<file path="src/rtl/pwq_pkg.sv">
package pwq_pkg;
   typedef enum logic [1:0] {
      DR_IDLE   = 2'd0,
      DR_POST   = 2'd1,
      DR_DIRECT = 2'd2
   } drain_st_t;
endpackage

</file>
<file path="src/rtl/pwq_fifo.sv">
module pwq_fifo #(
   parameter int W     = 68,
   parameter int DEPTH = 15
) (
   input  logic         clk,
   input  logic         rst_n,
   input  logic         push,
   input  logic [W-1:0] din,
   input  logic         pop,
   output logic [W-1:0] dout,
   output logic         full,
   output logic         empty
);
   localparam int PW = (DEPTH > 1) ? $clog2(DEPTH) : 1;
   localparam int CW = $clog2(DEPTH + 1);

   generate
      if (DEPTH < 2) begin : g_bad_depth
         $error("pwq_fifo: DEPTH must be at least 2");
      end
   endgenerate

   logic [W-1:0]  mem [DEPTH];
   logic [PW-1:0] wr_ptr, rd_ptr;
   logic [CW-1:0] cnt;

   function automatic logic [PW-1:0] bump(input logic [PW-1:0] p);
      return (p == PW'(DEPTH - 1)) ? '0 : p + 1'b1;
   endfunction

   assign full  = (cnt == CW'(DEPTH));
   assign empty = (cnt == '0);
   assign dout  = mem[rd_ptr];

   always_ff @(posedge clk) begin
      if (push && !full) mem[wr_ptr] <= din;
   end

   always_ff @(posedge clk) begin
      if (!rst_n) begin
         wr_ptr <= '0;
         rd_ptr <= '0;
         cnt    <= '0;
      end else begin
         if (push && !full) wr_ptr <= bump(wr_ptr);
         if (pop && !empty) rd_ptr <= bump(rd_ptr);
         case ({push && !full, pop && !empty})
            2'b10:   cnt <= cnt + 1'b1;
            2'b01:   cnt <= cnt - 1'b1;
            default: cnt <= cnt;
         endcase
      end
   end
endmodule

</file>
<file path="src/rtl/pwq_timeout.sv">
module pwq_timeout #(
   parameter int CLK_MHZ    = 250,
   parameter int TIMEOUT_US = 512
) (
   input  logic clk,
   input  logic rst_n,
   input  logic waiting,
   input  logic enable,
   input  logic restart,
   output logic expired
);
   localparam int UW = $clog2(TIMEOUT_US + 1);

   generate
      if (CLK_MHZ < 1 || TIMEOUT_US < 1) begin : g_bad_cfg
         $error("pwq_timeout: CLK_MHZ and TIMEOUT_US must be positive");
      end
   endgenerate

   logic [UW-1:0] us_cnt;
   logic          us_tick;
   logic          hold;

   assign hold    = !waiting || restart || expired;
   assign expired = waiting && enable && (us_cnt == UW'(TIMEOUT_US));

   generate
      if (CLK_MHZ > 1) begin : g_prescale
         localparam int PRW = $clog2(CLK_MHZ);
         logic [PRW-1:0] pre;
         assign us_tick = (pre == PRW'(CLK_MHZ - 1));
         always_ff @(posedge clk) begin
            if (!rst_n || hold || us_tick) pre <= '0;
            else                           pre <= pre + 1'b1;
         end
      end else begin : g_direct
         assign us_tick = 1'b1;
      end
   endgenerate

   always_ff @(posedge clk) begin
      if (!rst_n || hold)                               us_cnt <= '0;
      else if (us_tick && us_cnt != UW'(TIMEOUT_US))   us_cnt <= us_cnt + 1'b1;
   end
endmodule

</file>
<file path="src/rtl/pwq_drain.sv">
module pwq_drain
   import pwq_pkg::*;
#(
   parameter int AW   = 32,
   parameter int DW   = 32,
   parameter int CTLW = 4
) (
   input  logic            clk,
   input  logic            rst_n,
   input  logic            halt,
   input  logic            q_empty,
   input  logic [AW-1:0]   q_addr,
   input  logic [DW-1:0]   q_data,
   input  logic [CTLW-1:0] q_ctl,
   output logic            q_pop,
   input  logic            dir_pend,
   input  logic            cpu_we,
   input  logic            cpu_iack,
   input  logic [AW-1:0]   cpu_addr,
   input  logic [DW-1:0]   cpu_wdata,
   input  logic [CTLW-1:0] cpu_ctl,
   output logic            bus_req,
   output logic            bus_we,
   output logic            bus_iack,
   output logic [AW-1:0]   bus_addr,
   output logic [DW-1:0]   bus_wdata,
   output logic [CTLW-1:0] bus_ctl,
   input  logic            bus_ack,
   input  logic            bus_err,
   output logic            dir_done,
   output logic            dir_fail,
   output logic            fail_set,
   output logic [AW-1:0]   stg_addr,
   output logic [DW-1:0]   stg_data,
   output logic [CTLW-1:0] stg_ctl
);
   drain_st_t st, st_nx;
   logic      go_dir;
   logic      is_dir;

   assign q_pop  = (st == DR_IDLE) && !halt && !q_empty;
   assign go_dir = (st == DR_IDLE) && !halt && q_empty && dir_pend;
   assign is_dir = (st == DR_DIRECT);

   always_comb begin
      st_nx = st;
      unique case (st)
         DR_IDLE:   if (q_pop) st_nx = DR_POST; else if (go_dir) st_nx = DR_DIRECT;
         DR_POST,
         DR_DIRECT: if (bus_ack || bus_err) st_nx = DR_IDLE;
         default:   st_nx = DR_IDLE;
      endcase
   end

   always_ff @(posedge clk) begin
      if (!rst_n) st <= DR_IDLE;
      else        st <= st_nx;
   end

   always_ff @(posedge clk) begin
      if (!rst_n) begin
         stg_addr <= '0;
         stg_data <= '0;
         stg_ctl  <= '0;
      end else if (q_pop) begin
         stg_addr <= q_addr;
         stg_data <= q_data;
         stg_ctl  <= q_ctl;
      end
   end

   assign bus_req   = (st != DR_IDLE);
   assign bus_we    = is_dir ? (cpu_we && !cpu_iack) : bus_req;
   assign bus_iack  = is_dir && cpu_iack;
   assign bus_addr  = is_dir ? cpu_addr  : stg_addr;
   assign bus_wdata = is_dir ? cpu_wdata : stg_data;
   assign bus_ctl   = is_dir ? cpu_ctl   : stg_ctl;
   assign dir_done  = is_dir && bus_ack;
   assign dir_fail  = is_dir && bus_err;
   assign fail_set  = bus_req && bus_err;
endmodule

</file>
<file path="src/rtl/posted_write_queue.sv">
module posted_write_queue #(
   parameter int AW         = 32,
   parameter int DW         = 32,
   parameter int CTLW       = 4,
   parameter int DEPTH      = 15,
   parameter int CLK_MHZ    = 250,
   parameter int TIMEOUT_US = 512
) (
   input  logic            clk,
   input  logic            rst_n,
   input  logic            mode_dcpl,
   input  logic            to_en,
   input  logic            irq_en,
   input  logic            cpu_req,
   input  logic            cpu_we,
   input  logic            cpu_iack,
   input  logic [AW-1:0]   cpu_addr,
   input  logic [DW-1:0]   cpu_wdata,
   input  logic [CTLW-1:0] cpu_ctl,
   output logic            cpu_ack,
   output logic            cpu_err,
   output logic [DW-1:0]   cpu_rdata,
   output logic            bus_req,
   output logic            bus_we,
   output logic            bus_iack,
   output logic [AW-1:0]   bus_addr,
   output logic [DW-1:0]   bus_wdata,
   output logic [CTLW-1:0] bus_ctl,
   input  logic            bus_ack,
   input  logic            bus_err,
   input  logic [DW-1:0]   bus_rdata,
   input  logic            clr_berr,
   input  logic            clr_lberr,
   input  logic            clr_lto,
   output logic            st_berr,
   output logic            st_lberr,
   output logic            st_lto,
   output logic            irq,
   output logic [AW-1:0]   diag_addr,
   output logic [DW-1:0]   diag_data,
   output logic [CTLW-1:0] diag_ctl
);
   localparam int EW = AW + DW + CTLW;

   generate
      if (AW < 1 || DW < 1 || CTLW < 1) begin : g_bad_width
         $error("posted_write_queue: widths must be positive");
      end
   endgenerate

   logic          posted, push, dir_pend;
   logic          q_full, q_empty, q_pop;
   logic [EW-1:0] q_head;
   logic          dir_done, dir_fail, fail_set, to_exp;

   assign posted   = cpu_req && cpu_we && !cpu_iack && mode_dcpl;
   assign push     = posted && !q_full;
   assign dir_pend = cpu_req && !posted;

   pwq_fifo #(.W(EW), .DEPTH(DEPTH)) u_fifo (
      .clk   (clk),
      .rst_n (rst_n),
      .push  (push),
      .din   ({cpu_ctl, cpu_addr, cpu_wdata}),
      .pop   (q_pop),
      .dout  (q_head),
      .full  (q_full),
      .empty (q_empty)
   );

   pwq_drain #(.AW(AW), .DW(DW), .CTLW(CTLW)) u_drain (
      .clk       (clk),
      .rst_n     (rst_n),
      .halt      (st_berr),
      .q_empty   (q_empty),
      .q_addr    (q_head[DW +: AW]),
      .q_data    (q_head[DW-1:0]),
      .q_ctl     (q_head[EW-1 -: CTLW]),
      .q_pop     (q_pop),
      .dir_pend  (dir_pend),
      .cpu_we    (cpu_we),
      .cpu_iack  (cpu_iack),
      .cpu_addr  (cpu_addr),
      .cpu_wdata (cpu_wdata),
      .cpu_ctl   (cpu_ctl),
      .bus_req   (bus_req),
      .bus_we    (bus_we),
      .bus_iack  (bus_iack),
      .bus_addr  (bus_addr),
      .bus_wdata (bus_wdata),
      .bus_ctl   (bus_ctl),
      .bus_ack   (bus_ack),
      .bus_err   (bus_err),
      .dir_done  (dir_done),
      .dir_fail  (dir_fail),
      .fail_set  (fail_set),
      .stg_addr  (diag_addr),
      .stg_data  (diag_data),
      .stg_ctl   (diag_ctl)
   );

   pwq_timeout #(.CLK_MHZ(CLK_MHZ), .TIMEOUT_US(TIMEOUT_US)) u_tmo (
      .clk     (clk),
      .rst_n   (rst_n),
      .waiting (posted && q_full),
      .enable  (to_en),
      .restart (push),
      .expired (to_exp)
   );

   always_ff @(posedge clk) begin
      if (!rst_n) begin
         st_berr  <= 1'b0;
         st_lberr <= 1'b0;
         st_lto   <= 1'b0;
      end else begin
         st_berr  <= (st_berr  && !clr_berr)  || fail_set;
         st_lberr <= (st_lberr && !clr_lberr) || to_exp;
         st_lto   <= (st_lto   && !clr_lto)   || to_exp;
      end
   end

   assign cpu_ack   = push || dir_done;
   assign cpu_err   = to_exp || dir_fail;
   assign cpu_rdata = bus_rdata;
   assign irq       = st_berr && irq_en;
endmodule

</file>
<file path="config.mk">
export PLATFORM = sky130hd
export DESIGN_NAME = posted_write_queue
export DESIGN_NICKNAME = d
export VERILOG_FILES = /design/src/rtl/pwq_pkg.sv /design/src/rtl/pwq_fifo.sv /design/src/rtl/pwq_timeout.sv /design/src/rtl/pwq_drain.sv /design/src/rtl/posted_write_queue.sv
export SDC_FILE = /design/constraint.sdc
export NUM_CORES = 1
export LEC_CHECK = 0
export BUFFER_PORTS_ARGS = -buffer_cell sky130_fd_sc_hd__buf_2
export CELL_PAD_IN_SITES_DETAIL_PLACEMENT = 1
export CELL_PAD_IN_SITES_GLOBAL_PLACEMENT = 1
export CORE_ASPECT_RATIO = 0.6
export CORE_MARGIN = 5
export CORE_UTILIZATION = 30
export DETAILED_ROUTE_END_ITERATION = 10
export PLACE_DENSITY_LB_ADDON = 0.1
export SLEW_MARGIN = 5
export SYNTH_ARGS = -nofsm -noshare
export SYNTH_HDL_FRONTEND = slang
export SYNTH_SLANG_ARGS = --single-unit
</file>
<file path="constraint.sdc">
create_clock -name clk -period 12.4 [get_ports clk]
set_input_delay 0 -clock clk [delete_from_list [all_inputs] [get_ports clk]]
set_output_delay 0 -clock clk [all_outputs]
set_load 0.02 [all_outputs]
</file>
==> results.env, run 1 <==
CTS.ROOT.BUFFER_CELL='clkbuf_16'
MAX-VDD-IR-DROP_uV=175
LAYOUT_WORST_PATH_CYCLE_SHARE_PCT=33.4
FINALCRITICALPERIOD_PS=4140
GR-USAGE-ALL-LAYERS_PCT=16.0
CRIT_PATH_MAX_FANOUT=42
SYNTH-SEQ-AREA-SHARE_PCT=74.0
WORST_CLOCK_SKEW_PS=24.5
DRT-PASS1-ITER-COUNT=4
DP.FINAL_HPWL_MICRONS=68300
DR.FIRST_ITER.DRC_COUNT=1641
GRT_SETUP_UNREPAIRED='false'
POSTSYNTHNETCOUNT=2446
NUMBER_OF_PINS_EXCEEDING_THEIR_MAX_SLEW_LIMIT_IN_THE_FINAL_REPORT=0
DIE-HEIGHT_MICRONS=307
CORE_AREA_SQ_MM=0.147
POSTSYNTHCELLCOUNT=2324
SYNTH.CELL_AREA_SQ_MM=0.0442
ROW_COUNT=109
SYN_TO_FINAL_GROWTH_PCT=16.9
EFFECTIVE_UTILIZATION_AT_FLOORPLAN_PCT=30.1
GRT_PASS1_VIAS=24900
POWER.SHARE.SWITCHING_PCT=30.9
DIE_OUTLINE_AREA_SQ_MM=0.155
GRT_START_MAX_NET_PINS=69
DRT-TOTAL-WL_MICRONS=126000
YS_TOP_CELLS_BY_COUNT='edfxtp_1 (1020), mux2i_1 (186), mux4_2 (175), dfxtp_1 (103), nand2_1 (88)'
NETLIST_TOP_CELLS_AREA='edfxtp_1 (69%), mux4_2 (8.9%), dfxtp_1 (4.7%)'
CRIT_PATH_CELL_TRACE='dlygate4sd3_1 > buf_2 > nand4b_1 > dlygate4sd3_1 > nor2b_1 > clkinv_1 > nor4_2 > buf_4 > buf_4'
DRIVE_GT1_SHARE_PCT=27.8
SYNTH.YOSYS.WARNINGS=0
SYNTH_AREA_PER_CELL_SQ_UM=19.0
SLOWEST_CELL_DELAY_ON_CRITICAL_PATH_PS=820
H-TREE-DEPTH=3
CP-STARTPOINT='cpu_req'
SYNTH-MAIN-FF-CELL='edfxtp_1'
POST_CTS_BUFFERS=0
DESIGN.PORTCOUNT=290
STATUS='finished clean'
VIA_COUNT=23100
MIN_PATH_TYPE='in2out'
TIGHTESTPINTRANSITION_PS=1210
CLOCK_SINKS=1123
YS_ASYNC_SR_FRACTION_PCT=0
POWER_REPORT.INTERNAL_TOTAL_W=0.00708
GRT_PASS1_WL_MICRONS=182000
CRITICAL_PATH_REQUIRED_PS=12730
YOSYS.AREA.TOP_TYPE_SHARE_PCT=69.3
SYNTH.LARGEST_AREA_CELL='edfxtp_1'
WORST_SETUP_PATH_START_KIND='input pin'
SETUP_VIOL=0
HOLD_DEPTH=0
MAX_CAP_VIOL_COUNT=0
WORST_SETUP_HOLD_PATH_CLK_SLEW_PS=60
ANTENNA_FOUND_INITIAL=3
SYNTH_ENABLE_FLOP_CELLS=1020
SEQ_POWER_SHARE_PCT=43.6
DRC=0
DIE-WIDTH_MICRONS=505
CTS-RESIZED-GATES=0
REGTOREGSTARTPOINT='u_fifo.rd_ptr[2]'
POSTSYNTHREGISTERBITS=1123
GLOBALPLACE.CONGESTION=0.691
SWITCHING_POWER_W=0.00316
CRITICAL_PATH_DEPTH=9
CLK-INSERTION-DELAY-LATE_PS=720
MIN_FROM='bus_rdata[14]'
TIMING.CRITICAL_PATH.MAX_DELAY_FAMILY='buffers and inverters'
TRITONCTS='yes'
SYNTH_CELL_TYPE_COUNT=63
TIMING.SETUP.CRITICAL_PATH_CLASS='in2reg'
ROUTE.DETAILED.VIAS_PER_INST=4.96
CP_NUM_BUF_INV=6
HOLD_VIOLATIONS_FINAL=0
LEAKAGEPOWER_nW=16.1
CRITPATHCAPTURETYPE='register'
CTS-BUFFERS-INSERTED=111
FMAX_MHz=242
CLOCK_TREE.BUFFER_DEPTH=3
NET_COUNT_OF_THE_FINISHED_LAYOUT=2745
POWER.DENSITY_CELL_AREA_mW_PER_MM2=198
CRITPATHARRIVALTIME_PS=4470
PORT_BUFFERS=225
MAX_SLEW_MARGIN_PCT=19.0
ROUTE.ANTENNA.REMAINING_NETS=0
P_COMB_SHARE_PCT=23.1
SYNTH_MOST_COMMON_CELL='edfxtp_1'
CLOCK_NETWORK_FRACTION_OF_DESIGN_POWER_PCT=33.3
OVERFLOW=0
CRITICAL_PATH.SLOWEST_CELL='buf_4'
AVGROUTEDWIREPERCELL_MICRONS=27.1
WORSTREGTOREGCELLS=7
TOTAL_POWER_W=0.0102
TNS_PS=0
==> through the flow <==
step / std cells / hold WS, ps / instance area [sq um] / setup WS, ps / utilization [%]
4_1_cts: 4662 / 0.137 / 51600 / 8220 / 35.2
5_1_grt: 4663 / 0.0370 / 51600 / 8000 / 35.2
3_5_place_dp: 4371 / 0.137 / 47200 / 8310 / 32.1
3_3_place_gp: 4371 / 0.137 / 47200 / 8400 / 32.1
6_report: 4663 / 0.00644 / 51600 / 8260 / 35.2
2_1_floorplan: 2324 / 98.9 / 44200 / 4130 / -
==> final timing paths <==
| check | slack [ps] | endpoint |
|---|---|---|
| hold / removal | 0.006 | cpu_rdata[14] |
| hold reg to reg | 510 | u_tmo.g_prescale.pre[0] |
| setup / recovery | 8260 | u_fifo.mem[0][4] |
| setup reg to reg | 8390 | u_drain.stg_addr[4] |
==> power by group through the flow <==
stage               Combinational, W  Clock, W  Sequential (W)
detailed placement           0.00239         0         0.00456
floorplan                    0.00152         0         0.00454
global placement             0.00238         0         0.00456
CTS                          0.00242   0.00353         0.00448
finish                       0.00236   0.00341         0.00447
global route                 0.00253   0.00369         0.00449
==> cell type report <==
class | count | area (sq um)
clock buffer | 150 | 3090
tap | 1942 | 2430
antenna | 1 | 2.50
multi-input combinational | 1010 | 10400
sequential | 1123 | 32700
fill | 14600 | 95100
clock inverter | 60 | 586
inverter | 17 | 68.8
timing repair buffer | 360 | 2340
==> logic make-up (layout without fill, tap and decap cells) <==
| logic type | after synthesis | in the layout | synth area share, % |
|---|---|---|---|
| buf+inv | 191 | 587 | 2.68 |
| compound gates | 335 | 335 | 5.29 |
| simple gates | 215 | 215 | 2.42 |
| xor+xnor | 13 | 13 | 0.258 |
| mux | 438 | 438 | 15.1 |
| flops | 1123 | 1123 | 74.0 |
| other cells | 0 | 1 | 0 |
| fa+ha+maj | 9 | 9 | 0.255 |
==> flip-flops by register name (all words and copies together) (netlist names) <==
register and flops:
st_berr 1, st_lberr 1, st_lto 1, u_drain.st 2
u_drain.stg_addr 32, u_drain.stg_ctl 4, u_drain.stg_data 32, u_fifo.cnt 4
u_fifo.mem 1020, u_fifo.rd_ptr 4, u_fifo.wr_ptr 4, u_tmo.g_prescale.pre 8
u_tmo.us_cnt 10
==> layer usage <==
| layer | part of all wire (%) | GRT usage, % | up-vias |
|---|---|---|---|
| met1 | 49 | 23.3 | 12500 |
| met3 | 3.1 | 2.42 | 174 |
| met5 | 0 | 0 | - |
| met2 | 46 | 25.4 | 390 |
| met4 | 2.1 | 3.76 | 0 |
| li1 | - | - | 10100 |
==> timing repair <==
item,CTS,global route
hold endpoints to repair,1060,0
hold buffers,81,0
setup endpoints to repair,0,0
==> cells in the final DEF (no fill, tap or decap), types with 5 or more instances in the layout <==
cell type | synthesis | final
inv_1 | 14 | 13
nor4_1 | 9 | 5
o211ai_1 | 42 | 42
o21ai_0 | 87 | 87
a21oi_1 | 39 | 39
nor2b_1 | 6 | 6
mux4_2 | 175 | 175
nor3_1 | 13 | 12
a31oi_1 | 19 | 19
a211oi_2 | 20 | 20
clkbuf_1 | 51 | 25
clkbuf_8 | 0 | 12
o21ai_1 | 9 | 9
o22ai_1 | 19 | 19
xnor2_1 | 8 | 8
xor2_1 | 5 | 5
dlygate4sd3_1 | 0 | 81
nand3_1 | 11 | 11
clkinv_1 | 1 | 17
bufinv_16 | 0 | 9
clkbuf_16 | 0 | 113
buf_4 | 57 | 54
nand2_1 | 88 | 88
mux2_2 | 77 | 77
buf_2 | 34 | 225
o221ai_1 | 9 | 9
o2bb2ai_1 | 39 | 39
mux2i_1 | 186 | 186
clkinv_2 | 0 | 26
dfxtp_1 | 103 | 100
nand2b_1 | 21 | 21
nand4_1 | 7 | 7
a211oi_1 | 19 | 19
a221oi_1 | 18 | 18
nor2_4 | 0 | 11
nor2_1 | 30 | 20
edfxtp_1 | 1020 | 1020
ha_1 | 9 | 8
Note: power is estimated with default switching activity, not from simulation.
==> run 2, diff against run 1 <==
clock period = 4.26 ns   (was 12.4 ns; I/O delays follow)
==> run 2 against run 1 <==
  * Design area increased by 1.3%
  * Register-to-register slack got worse by 7400 ps
  * Via count fell by 0.44%
  * Critical path depth is 1 higher
  * Highest routed layer unchanged
  * Combinational power grew to 2.9 times the previous value
  * Die area stayed put
  * Non-clock buffer count up 15
  * Final cell count is 0.36% higher
  * First-iteration DRC count decreased by 16%
  * Sequential power rose to 2.9 times the previous value
  * Largest power group unchanged
  * Flip-flop and latch count unchanged
==> results.env, run 2 (synthesized netlist as in run 1, its figures left out) <==
CLOCK_TREE.BUFFER_DEPTH=3  # unchanged
DESIGN.PORTCOUNT=290  # unchanged
GRT_UTIL_MET1_PCT=23.6  # was 23.3%
POWER.DENSITY_CELL_AREA_mW_PER_MM2=576  # was 198 mW/mm^2
FMAX_MHz=305
VIA_COUNT=23000  # was 23100
FINALCRITICALPERIOD_PS=3280
WORSTREGTOREGCELLS=10  # was 7
TIGHTESTPINTRANSITION_PS=1170  # was 1210 ps
HOLD_VIOLATIONS_FINAL=0  # unchanged
DP.FINAL_HPWL_MICRONS=70900  # was 68300 microns
CLOCK_NETWORK_FRACTION_OF_DESIGN_POWER_PCT=34.0  # was 33.3%
ROUTE.DETAILED.VIAS_PER_INST=4.92  # was 4.96
LAYOUT_WORST_PATH_CYCLE_SHARE_PCT=77.0
MAX_CAP_VIOL_COUNT=0  # unchanged
STATUS='finished clean'  # unchanged
SEQ_POWER_SHARE_PCT=43.0  # was 43.6%
CLK-INSERTION-DELAY-LATE_PS=720  # about the same
TRITONCTS='yes'  # unchanged
GRT_START_MAX_NET_PINS=74  # was 69
ENDPOINT_OF_THE_MOST_CRITICAL_REGISTER_TO_REGISTER_PATH='u_fifo.cnt[2]'  # was u_drain.stg_addr[4]
FINISH.INSTANCE_AREA_SQ_MM=0.0523  # was 0.0516 sq mm
GRT_PASS1_VIAS=25100  # was 24900
BIGGESTREGSBYFLOPS='u_fifo.mem (1020), u_drain.stg_addr (32), u_drain.stg_data (32)'  # unchanged
FILL_CELLS=14500  # was 14600
CLOCK_SINKS=1123  # unchanged
CORE_AREA_SQ_MM=0.147  # unchanged
OVERFLOW=0  # unchanged
MIN_FROM='bus_rdata[19]'  # was bus_rdata[14]
ANTENNA_FOUND_INITIAL=7  # was 3
POWER_REPORT.INTERNAL_TOTAL_W=0.0211  # was 0.00708 W
CRITPATHCAPTURETYPE='register'  # unchanged
WHS_PS=0.0176  # was 0.00644 ps
GRT_PASS1_WL_MICRONS=181000  # was 182000 microns
MAX_SLEW_MARGIN_PCT=21.7  # was 19.0%
WORST_SETUP_PATH_START_KIND='register'  # was input pin
TOTAL_PLACED_INSTANCE_AREA_SQ_MM=0.0477  # was 0.0472 sq mm
TOP_REGISTER='u_fifo.mem'  # unchanged
SETUP_VIOL=0  # unchanged
DRT-TOTAL-WL_MICRONS=125000  # was 126000 microns
SYN_TO_FINAL_GROWTH_PCT=18.5  # was 16.9%
CTS.ROOT.BUFFER_CELL='clkbuf_16'  # unchanged
PORT_BUFFERS=225  # unchanged
CRIT_PATH_MAX_FANOUT=9  # was 42
DRC=0  # unchanged
HOLD-PATH-ENDPOINT='cpu_rdata[19]'  # was cpu_rdata[14]
H-TREE-DEPTH=3  # unchanged
REGTOREGSTARTPOINT='u_fifo.cnt[1]'  # was u_fifo.rd_ptr[2]
GR-USAGE-ALL-LAYERS_PCT=15.8  # was 16.0%
LARGEST_REGISTER_FF_COUNT=1020  # unchanged
GLOBALPLACE.CONGESTION=0.736  # was 0.691
DR.FIRST_ITER.DRC_COUNT=1380  # was 1641
DRIVE_GT1_SHARE_PCT=27.9  # was 27.8%
DIE-WIDTH_MICRONS=505  # unchanged
EFFECTIVE_UTILIZATION_AT_FLOORPLAN_PCT=30.1  # unchanged
ROW_COUNT=109  # unchanged
CRITPATHARRIVALTIME_PS=3910  # was 4470 ps
P_COMB_SHARE_PCT=23.0  # was 23.1%
MAX-VDD-IR-DROP_uV=439  # was 175 uV
WORST_SETUP_HOLD_PATH_CLK_SLEW_PS=60  # about the same
DRT-PASS1-ITER-COUNT=5  # was 4
FINAL_CORE_UTIL_PCT=35.7  # was 35.2%
WORST_CLOCK_SKEW_PS=26.9  # was 24.5 ps
CTS-RESIZED-GATES=0  # unchanged
CP-STARTPOINT='u_fifo.cnt[1]'  # was cpu_req
GRT_SETUP_UNREPAIRED='false'  # unchanged
LAYOUT.CELLS.MOST_COMMON='edfxtp_1'  # unchanged
POST_CTS_BUFFERS=0  # unchanged
ROUTE.ANTENNA.REMAINING_NETS=0  # unchanged
NET_COUNT_OF_THE_FINISHED_LAYOUT=2759  # was 2745
LEAKAGEPOWER_nW=16.3  # was 16.1 nW
CTS-BUFFERS-INSERTED=110  # was 111
AVGROUTEDWIREPERCELL_MICRONS=26.6  # was 27.1 microns
SWITCHING_POWER_W=0.00909  # was 0.00316 W
GR-USAGE-MET3_PCT=2.52  # was 2.42%
HOLD_DEPTH=0  # unchanged
POST_CTS_HOLD_BUFFER_COUNT=79  # was 81
GR-MAX-USAGE-LAYER='met2'  # unchanged
GLOBALROUTEMET2UTIL_PCT=24.5  # was 25.4%
DIE_OUTLINE_AREA_SQ_MM=0.155  # unchanged
TIMING.SETUP.CRITICAL_PATH_CLASS='reg2reg'  # was in2reg
LAYOUT_COMMON_CELLS='edfxtp_1 (1020), buf_2 (225), mux2i_1 (186)'  # unchanged
POWER.SHARE.SWITCHING_PCT=30.1  # was 30.9%
CRITICAL_PATH_REQUIRED_PS=4890  # was 12730 ps
NUMBER_OF_PINS_EXCEEDING_THEIR_MAX_SLEW_LIMIT_IN_THE_FINAL_REPORT=0  # unchanged
DIE-HEIGHT_MICRONS=307  # unchanged
REG2REG_SETUP_SLACK_PS=980  # was 8390 ps
MIN_PATH_TYPE='in2out'  # unchanged
-- run 2: cell count changes in the layout (fill, tap and decap cells not counted), sizes merged --
cell / before / now
clkinvlp: 4 / 2
inv: 16 / 15
dlygate4sd3: 81 / 79
clkinv: 48 / 28
bufinv: 9 / 14
clkbuf: 150 / 167
buf: 279 / 296
diode: 1 / 4
-- run 2: worst max path at each step --
stage | to | slack [ps] | cells after the start
after global placement | u_fifo.cnt[2] | 1150 | 10
after floorplan | u_fifo.mem[0][0] | -1190 | 6
final | u_fifo.cnt[2] | 980 | 10
after CTS | u_fifo.cnt[2] | 1030 | 10
after global routing | u_fifo.cnt[2] | 710 | 10
after detailed placement | u_fifo.cnt[2] | 1050 | 10
-- run 2: layer usage --
metal  routed length (microns)  part of all wire (%)
met5                         0                     0
met3                      4270                   3.4
met1                     62100                    50
met2                     55900                    45
met4                      2380                   1.9
-- run 2: final cells by class --
cell class,instances,area (sq um),share of cell area (%)
multi-input combinational,1010,10500,20.0
tap,1942,2430,4.64
antenna,4,10.0,0.0191
inverter,17,68.8,0.131
timing repair buffer,375,2850,5.45
clock buffer,167,3180,6.07
clock inverter,42,633,1.21
sequential,1123,32700,62.5
-- run 2: power by group through the flow --
stage	Clock, W	Combinational (W)	Sequential, W
after global placement	0	0.00695	0.0132
final	0.0103	0.00694	0.0130
after floorplan	0	0.00444	0.0132
after detailed placement	0	0.00702	0.0132
after CTS	0.0106	0.00710	0.0130
after global routing	0.0111	0.00750	0.0130
-- run 2: worst max-delay path: stages (launching register included) --
cell and delay (ps):
dfxtp_1 400, nand4_1 200, nor2b_1 470, clkinv_1 550, ha_1 440, xor2_1 170
ha_1 200, a21oi_1 160, xor2_1 110, or3_1 350, a21oi_1 160
-- run 2: through the flow --
| step | worst slack, ps | std cells | setup TNS, ps | power (W) |
|---|---|---|---|---|
| after floorplan | -1190 | 2324 | -323740 | 0.0177 |
| after detailed placement | 1050 | 4388 | 0 | 0.0203 |
| final | 981 | 4680 | 0 | 0.0302 |
| after global routing | 710 | 4677 | 0 | 0.0316 |
| after global placement | 1150 | 4388 | 0 | 0.0202 |
| after CTS | 1030 | 4676 | 0 | 0.0307 |
